### src/rtl/brctl_pkg.sv
`timescale 1ns/1ps
package brctl_pkg;
  localparam int DW     = 32;
  localparam int BEW    = DW / 8;
  localparam int KINDW  = 2;
  localparam int B_PERR = 16;
  localparam int B_EFWD = 17;
  localparam int B_VGA  = 19;
  localparam int B_VG16 = 20;
  localparam int B_SBR  = 22;
  localparam int INTPIN_LSB = 8;

  typedef enum logic [KINDW-1:0] {
    EK_COR  = 2'd0,
    EK_NONF = 2'd1,
    EK_FAT  = 2'd2,
    EK_RSV  = 2'd3
  } err_kind_e;

  function automatic logic [DW-1:0] wr_mask(input bit vga_ok);
    logic [DW-1:0] m;
    m = '0;
    m[B_PERR] = 1'b1;
    m[B_EFWD] = 1'b1;
    m[B_SBR]  = 1'b1;
    if (vga_ok) begin
      m[B_VGA]  = 1'b1;
      m[B_VG16] = 1'b1;
    end
    return m;
  endfunction
endpackage

### src/rtl/brctl_regs.sv
`timescale 1ns/1ps
module brctl_regs
  import brctl_pkg::*;
#(
  parameter bit         VGA_OK     = 1'b1,
  parameter logic [7:0] INTPIN_VAL = 8'h00
) (
  input  logic           clk,
  input  logic           rst_n,
  input  logic           cfg_wr_en,
  input  logic [BEW-1:0] cfg_be,
  input  logic [DW-1:0]  cfg_wdata,
  output logic [DW-1:0]  cfg_rdata,
  output logic           perr_en,
  output logic           efwd_en,
  output logic           sbr_req
);
  localparam logic [DW-1:0] WMASK = wr_mask(VGA_OK);

  logic [DW-1:0] lane_mask;
  logic [DW-1:0] upd_mask;
  logic [DW-1:0] store_q;

  for (genvar b = 0; b < BEW; b++) begin : g_lane
    assign lane_mask[b*8 +: 8] = {8{cfg_wr_en & cfg_be[b]}};
  end

  assign upd_mask = lane_mask & WMASK;

  always_ff @(posedge clk or negedge rst_n) begin
    if (!rst_n) store_q <= '0;
    else        store_q <= (store_q & ~upd_mask) | (cfg_wdata & upd_mask);
  end

  always_comb begin
    cfg_rdata = store_q & WMASK;
    cfg_rdata[INTPIN_LSB +: 8] = INTPIN_VAL;
  end

  assign perr_en = store_q[B_PERR];
  assign efwd_en = store_q[B_EFWD];
  assign sbr_req = store_q[B_SBR];

  // a write without byte lane 2 changes nothing visible
  p_be_hold_r3: assert property (@(posedge clk) disable iff (!rst_n)
    (cfg_wr_en && !cfg_be[2]) |=> $stable(cfg_rdata));
endmodule

### src/rtl/brctl_err_gate.sv
`timescale 1ns/1ps
module brctl_err_gate
  import brctl_pkg::*;
(
  input  logic             clk,
  input  logic             rst_n,
  input  logic             efwd_en,
  input  logic             sec_err_valid,
  input  logic [KINDW-1:0] sec_err_kind,
  output logic             sec_err_ready,
  output logic             pri_err_valid,
  output logic [KINDW-1:0] pri_err_kind,
  input  logic             pri_err_ready
);
  always_comb begin
    pri_err_kind = sec_err_kind;
    if (efwd_en) begin
      pri_err_valid = sec_err_valid;
      sec_err_ready = pri_err_ready;
    end else begin
      pri_err_valid = 1'b0;
      sec_err_ready = 1'b1;
    end
  end

  // blocked path swallows every offer
  p_drop_r8: assert property (@(posedge clk) disable iff (!rst_n)
    !efwd_en |-> (sec_err_ready && !pri_err_valid));
  // open path carries the offer and its kind
  p_pass_r7: assert property (@(posedge clk) disable iff (!rst_n)
    (efwd_en && sec_err_valid) |-> (pri_err_valid && pri_err_kind == sec_err_kind));
endmodule

### src/rtl/brctl_rst_fanout.sv
`timescale 1ns/1ps
module brctl_rst_fanout #(
  parameter bit IS_UP = 1'b0
) (
  input  logic clk,
  input  logic rst_n,
  input  logic sbr_req,
  input  logic hot_rst_bcast_in,
  output logic hot_rst_bcast_out,
  output logic port_rst_n
);
  if (IS_UP) begin : g_up
    logic bcast_q;
    always_ff @(posedge clk or negedge rst_n) begin
      if (!rst_n) bcast_q <= 1'b0;
      else        bcast_q <= sbr_req;
    end
    assign hot_rst_bcast_out = bcast_q;
    assign port_rst_n        = 1'b1;

    // broadcast tracks the local request one clock later
    p_bcast_set_r10: assert property (@(posedge clk) disable iff (!rst_n)
      sbr_req |=> hot_rst_bcast_out);
    p_bcast_clr_r10: assert property (@(posedge clk) disable iff (!rst_n)
      !sbr_req |=> !hot_rst_bcast_out);
    // the upstream link is never reset by a broadcast
    p_up_ignore_r10: assert property (@(posedge clk) disable iff (!rst_n)
      hot_rst_bcast_in |=> port_rst_n);
  end else begin : g_dn
    logic rst_n_q;
    always_ff @(posedge clk or negedge rst_n) begin
      if (!rst_n) rst_n_q <= 1'b1;
      else        rst_n_q <= ~(sbr_req | hot_rst_bcast_in);
    end
    assign port_rst_n        = rst_n_q;
    assign hot_rst_bcast_out = 1'b0;

    // local request holds the link in reset
    p_rst_local_r9: assert property (@(posedge clk) disable iff (!rst_n)
      sbr_req |=> !port_rst_n);
    // broadcast alone holds the link in reset
    p_rst_bcast_r11: assert property (@(posedge clk) disable iff (!rst_n)
      hot_rst_bcast_in |=> !port_rst_n);
    // release once both sources drop
    p_rst_clear_r9: assert property (@(posedge clk) disable iff (!rst_n)
      (!sbr_req && !hot_rst_bcast_in) |=> port_rst_n);
  end
endmodule

### src/rtl/brctl_port.sv
`timescale 1ns/1ps
module brctl_port
  import brctl_pkg::*;
#(
  parameter int         PORT_IDX      = 0,
  parameter int         VGA_LAST_PORT = 1,
  parameter logic [7:0] INTPIN_VAL    = 8'h00
) (
  input  logic             clk,
  input  logic             rst_n,
  input  logic             cfg_wr_en,
  input  logic [BEW-1:0]   cfg_be,
  input  logic [DW-1:0]    cfg_wdata,
  output logic [DW-1:0]    cfg_rdata,
  input  logic             poison_seen,
  output logic             poison_rpt,
  input  logic             sec_err_valid,
  input  logic [KINDW-1:0] sec_err_kind,
  output logic             sec_err_ready,
  output logic             pri_err_valid,
  output logic [KINDW-1:0] pri_err_kind,
  input  logic             pri_err_ready,
  input  logic             hot_rst_bcast_in,
  output logic             hot_rst_bcast_out,
  output logic             port_rst_n
);
  localparam bit IS_UP  = (PORT_IDX == 0);
  localparam bit VGA_OK = (PORT_IDX <= VGA_LAST_PORT);

  logic perr_en, efwd_en, sbr_req;
  logic poison_q;

  brctl_regs #(.VGA_OK(VGA_OK), .INTPIN_VAL(INTPIN_VAL)) u_regs (
    .clk(clk), .rst_n(rst_n), .cfg_wr_en(cfg_wr_en), .cfg_be(cfg_be),
    .cfg_wdata(cfg_wdata), .cfg_rdata(cfg_rdata),
    .perr_en(perr_en), .efwd_en(efwd_en), .sbr_req(sbr_req)
  );

  brctl_err_gate u_err (
    .clk(clk), .rst_n(rst_n), .efwd_en(efwd_en),
    .sec_err_valid(sec_err_valid), .sec_err_kind(sec_err_kind),
    .sec_err_ready(sec_err_ready), .pri_err_valid(pri_err_valid),
    .pri_err_kind(pri_err_kind), .pri_err_ready(pri_err_ready)
  );

  brctl_rst_fanout #(.IS_UP(IS_UP)) u_rst (
    .clk(clk), .rst_n(rst_n), .sbr_req(sbr_req),
    .hot_rst_bcast_in(hot_rst_bcast_in),
    .hot_rst_bcast_out(hot_rst_bcast_out), .port_rst_n(port_rst_n)
  );

  always_ff @(posedge clk or negedge rst_n) begin
    if (!rst_n) poison_q <= 1'b0;
    else        poison_q <= poison_seen & perr_en;
  end
  assign poison_rpt = poison_q;

  // a disabled enable keeps the report quiet
  p_poison_mask_r6: assert property (@(posedge clk) disable iff (!rst_n)
    !perr_en |=> !poison_rpt);
  // reserved upper nibble never reads as one
  p_resv_zero_r4: assert property (@(posedge clk) disable iff (!rst_n)
    cfg_rdata[31:28] == 4'h0);
endmodule

### config.mk
export PLATFORM = sky130hd
export DESIGN_NAME = brctl_port
export DESIGN_NICKNAME = d
export VERILOG_FILES = /design/src/rtl/brctl_pkg.sv /design/src/rtl/brctl_regs.sv /design/src/rtl/brctl_err_gate.sv /design/src/rtl/brctl_rst_fanout.sv /design/src/rtl/brctl_port.sv
export SDC_FILE = /design/constraint.sdc
export NUM_CORES = 1
export LEC_CHECK = 0
export BUFFER_PORTS_ARGS = -buffer_cell sky130_fd_sc_hd__buf_2
export CAP_MARGIN = 20
export CORE_MARGIN = 4
export CORE_UTILIZATION = 27
export DETAILED_ROUTE_END_ITERATION = 10
export GPL_ROUTABILITY_DRIVEN = 0
export PLACE_DENSITY = 0.77
export SLEW_MARGIN = 20
export SYNTH_ARGS = -nofsm -noshare
export SYNTH_HDL_FRONTEND = slang
export SYNTH_HIERARCHICAL = 1
export SYNTH_SLANG_ARGS = --single-unit
export TNS_END_PERCENT = 5
### constraint.sdc
create_clock -name clk -period 1.1 [get_ports clk]
set_clock_uncertainty 0.15 [all_clocks]
set_input_delay 0.055 -clock clk [delete_from_list [all_inputs] [get_ports clk]]
set_output_delay 0.055 -clock clk [all_outputs]
set_load 0.005 [all_outputs]
==> impl_metrics.csv <==
group,metric,value,unit
run_status,outcome,"completed",
synthesis,postSynthAreaPerCell,10.0,um^2
floorplanning,die_w,51.5,um
pwr,pwr-share-comb,23.1,%
global_route,number_of_antenna_violations_at_the_first_check_in_global_routing,0,
cells_and_area,multi_input_area,186,um^2
synthesis,synth_area_in_simple_gates,4.89,%
floorplanning,design.die.area,2660,um^2
synthesis,synth_sequential_area_ratio,34.2,%
clock_network,cts_tree,"built",
clock_network,clk_root_buffer_cell,"sky130_fd_sc_hd__clkbuf_4",
synthesis,synth_fa_ha_area_share,0,%
synthesis,synth_warn,6,
clock_network,cts-buffers-inserted,3,
drt,wl_met3,132,um
critical_path,r2r.worst_path.cells,1,
timing,hold_violations,0,
critical_path,critical_path_source_type,"flip-flop",
critical_path,reg2reg_setup_slack,0.18,ns
critical_path,critical_path_peak_fanout,4,
drt,wl,967,um
global_route,number_of_global_route_vias_before_repair,272,
placed_design,placed_cells,89,
cells_and_area,share_of_post_route_cells_with_drive_strength_above_1,37.7,%
cells_and_area,post-route-util,34.5,%
drt,final_antenna_net_count,0,
drt,vias_per_cell,3.02,
synthesis,synth_area,512,um^2
floorplanning,fp-row-count,15,
placed_design,io_buffer_count,20,
global_route,globalRouteOverflowTotal,0,
critical_path,endpoint_kind,"output pin",
synthesis,dominant_combinational_cell_family_by_area_after_synthesis,"buffers and inverters",
clock_network,clock_tree.htree_level_count,1,
drt,detailroute.via_count,308,
clock_network,clk_latency,0.25,ns
placed_design,placement.setup.worst_slack,0.180,ns
cells_and_area,nets,123,
cells_and_area,syn_to_final_growth,19.1,%
drt,dr.max_layer_used,"met3",
global_route,wire_length_of_the_first_global_routing_pass,1.21,mm
pwr,power_leakage,0.337,nW
floorplanning,io_pins,84,
synthesis,synth_largest_area_cell,"sky130_fd_sc_hd__buf_4",
synthesis,post-synth-top-area-fraction,48.4,%
placed_design,detailed_place_hpwl,701,um
pwr,internal-power,0.000523,W
timing,achievable-frequency,0.910,GHz
drt,detail_route.wl_per_cell,9.48,um
clock_network,post_cts_resized,0,
synthesis,synth_top_cells_by_area,"sky130_fd_sc_hd__buf_4 (48%), sky130_fd_sc_hd__dfrtp_1 (34%), sky130_fd_sc_hd__mux2_2 (11%)",
drt,wirelength_met1,238,um
critical_path,worst-setup-path-type,"reg2out",
timing,final-max-slew-violation-count,0,
cells_and_area,sequential_cell_area,175,um^2
global_route,grt_usage,6.84,%
pwr,share_clk_of_total_power,33.2,%
timing,final_critical_path_setup_slack,0.00157,ns
drt,drcViolationCount,0,
cells_and_area,fill_cells,207,
synthesis,ys_ff_latch,7,
floorplanning,core_area,1760,um^2
timing,post-route-min-period,1.10,ns
clock_network,cts.clk_slew.worst_paths,0.05,ns
pwr,post-layout-total-power,0.000710,W
floorplanning,initial_utilization,29.0,%
synthesis,yosysUniqueCellTypes,7,
floorplanning,die_height,51.5,um
synthesis,synth-compound-area-share,0,%
drt,route.met2.wl,596,um
cells_and_area,mostFrequentLayoutCell,"sky130_fd_sc_hd__conb_1",
drt,initialDrtViolationCount,2,
critical_path,worstPathArrival,0.89,ns
hold_path,hold_class,"in2async",
clock_network,clock_sinks,7,
timing,setup-violations-final,0,
synthesis,synth_xor_xnor_area_share,0,%
pwr,seq_power_share,43.8,%
timing,setup_repair_after_global_routing_missed_its_margin,"true",
pwr,worst_ir_drop_vdd,370,uV
pwr,power_per_cell_area,1170,nW/um^2
pwr,swShare,26.4,%
synthesis,synth_mux_area_share,11.0,%
synthesis,syn-instance-count,51,
clock_network,post-cts-setup-buffers,0,
cells_and_area,antennaDiodeCount,0,
cells_and_area,layout_common_cells,"sky130_fd_sc_hd__conb_1 (28), sky130_fd_sc_hd__buf_2 (20), sky130_fd_sc_hd__dlygate4sd3_1 (9), sky130_fd_sc_hd__dfrtp_1 (7), sky130_fd_sc_hd__mux2_2 (5)",
timing,post-route-period-util,99.9,%
clock_network,cts.path.max_buffers,2,
job,cap_violations,0,
cells_and_area,number_of_standard_cells_in_the_layout_taps_in_and_fillers_out,102,
drt,dr.pass1.iters,2,
pwr,switchingPower,0.000187,W
critical_path,critPathRequiredTime,0.89,ns
global_route,grt_max_degree,8,
-- kinds of logic after synthesis --
group | after synthesis
buffers and inverters | 33
flip-flops | 7
multiplexers | 5
other | 2
AND/OR/NAND/NOR | 4
-- cell usage after synthesis --
master,n
sky130_fd_sc_hd__mux2_2,5
sky130_fd_sc_hd__conb_1,2
sky130_fd_sc_hd__nand2b_1,1
sky130_fd_sc_hd__and2_1,2
sky130_fd_sc_hd__buf_4,33
sky130_fd_sc_hd__nand2_2,1
sky130_fd_sc_hd__dfrtp_1,7
-- through the flow --
step / TNS, ns / hold slack (ns) / instance area, um^2
after CTS: -0.0184 / 0.0105 / 609
after floorplan: 0 / -0.391 / 609
final: 0 / 0.0474 / 609
after global routing: -0.0600 / 0.0614 / 609
after global placement: 0 / -0.258 / 493
after detailed placement: 0 / -0.250 / 493
-- metal layers --
layer | up-vias | track usage, %
li1 | 147 | -
met1 | 138 | 5.00
met2 | 23 | 13.1
met3 | 0 | 3.15
met4 | 0 | 5.24
met5 | - | 0
-- power groups by stage --
stage	clock network (W)	logic (W)	registers, W
5_1_grt	0.000264	0.000182	0.000316
2_1_floorplan	0	0.000162	0.000317
4_1_cts	0.000243	0.000163	0.000312
3_3_place_gp	0	0.000132	0.000315
6_report	0.000235	0.000164	0.000311
3_5_place_dp	0	0.000137	0.000316
-- how the worst max path moves through the flow --
stage	start	endpoint	slack, ns	cells after the start
6_report	flip-flop	pri_err_valid	0.002	2
5_1_grt	flip-flop	pri_err_valid	-0.06	2
4_1_cts	flip-flop	pri_err_valid	-0.02	2
3_5_place_dp	cfg_wr_en	flip-flop	0.18	3
3_3_place_gp	flip-flop	flip-flop	0.19	1
2_1_floorplan	flip-flop	flip-flop	0.20	1
-- layout make-up --
type                       instances  area share (%)
clock buffer                       4            4.31
multi-input combinational         37            30.6
sequential                         7            28.7
tap                               25            5.13
timing repair buffer              29            31.2
-- worst max-delay path, cell delays in order (launching register included) --
cell	delay (ns)
sky130_fd_sc_hd__dfrtp_1	0.39
sky130_fd_sc_hd__and2_1	0.14
sky130_fd_sc_hd__buf_2	0.12
-- timing repair --
item	in CTS	in global routing
setup endpoints to repair	1	1
pin swaps	1	0
hold buffers	9	0
hold endpoints to repair	15	0
No activity file was read; power rests on OpenSTA's default activity.
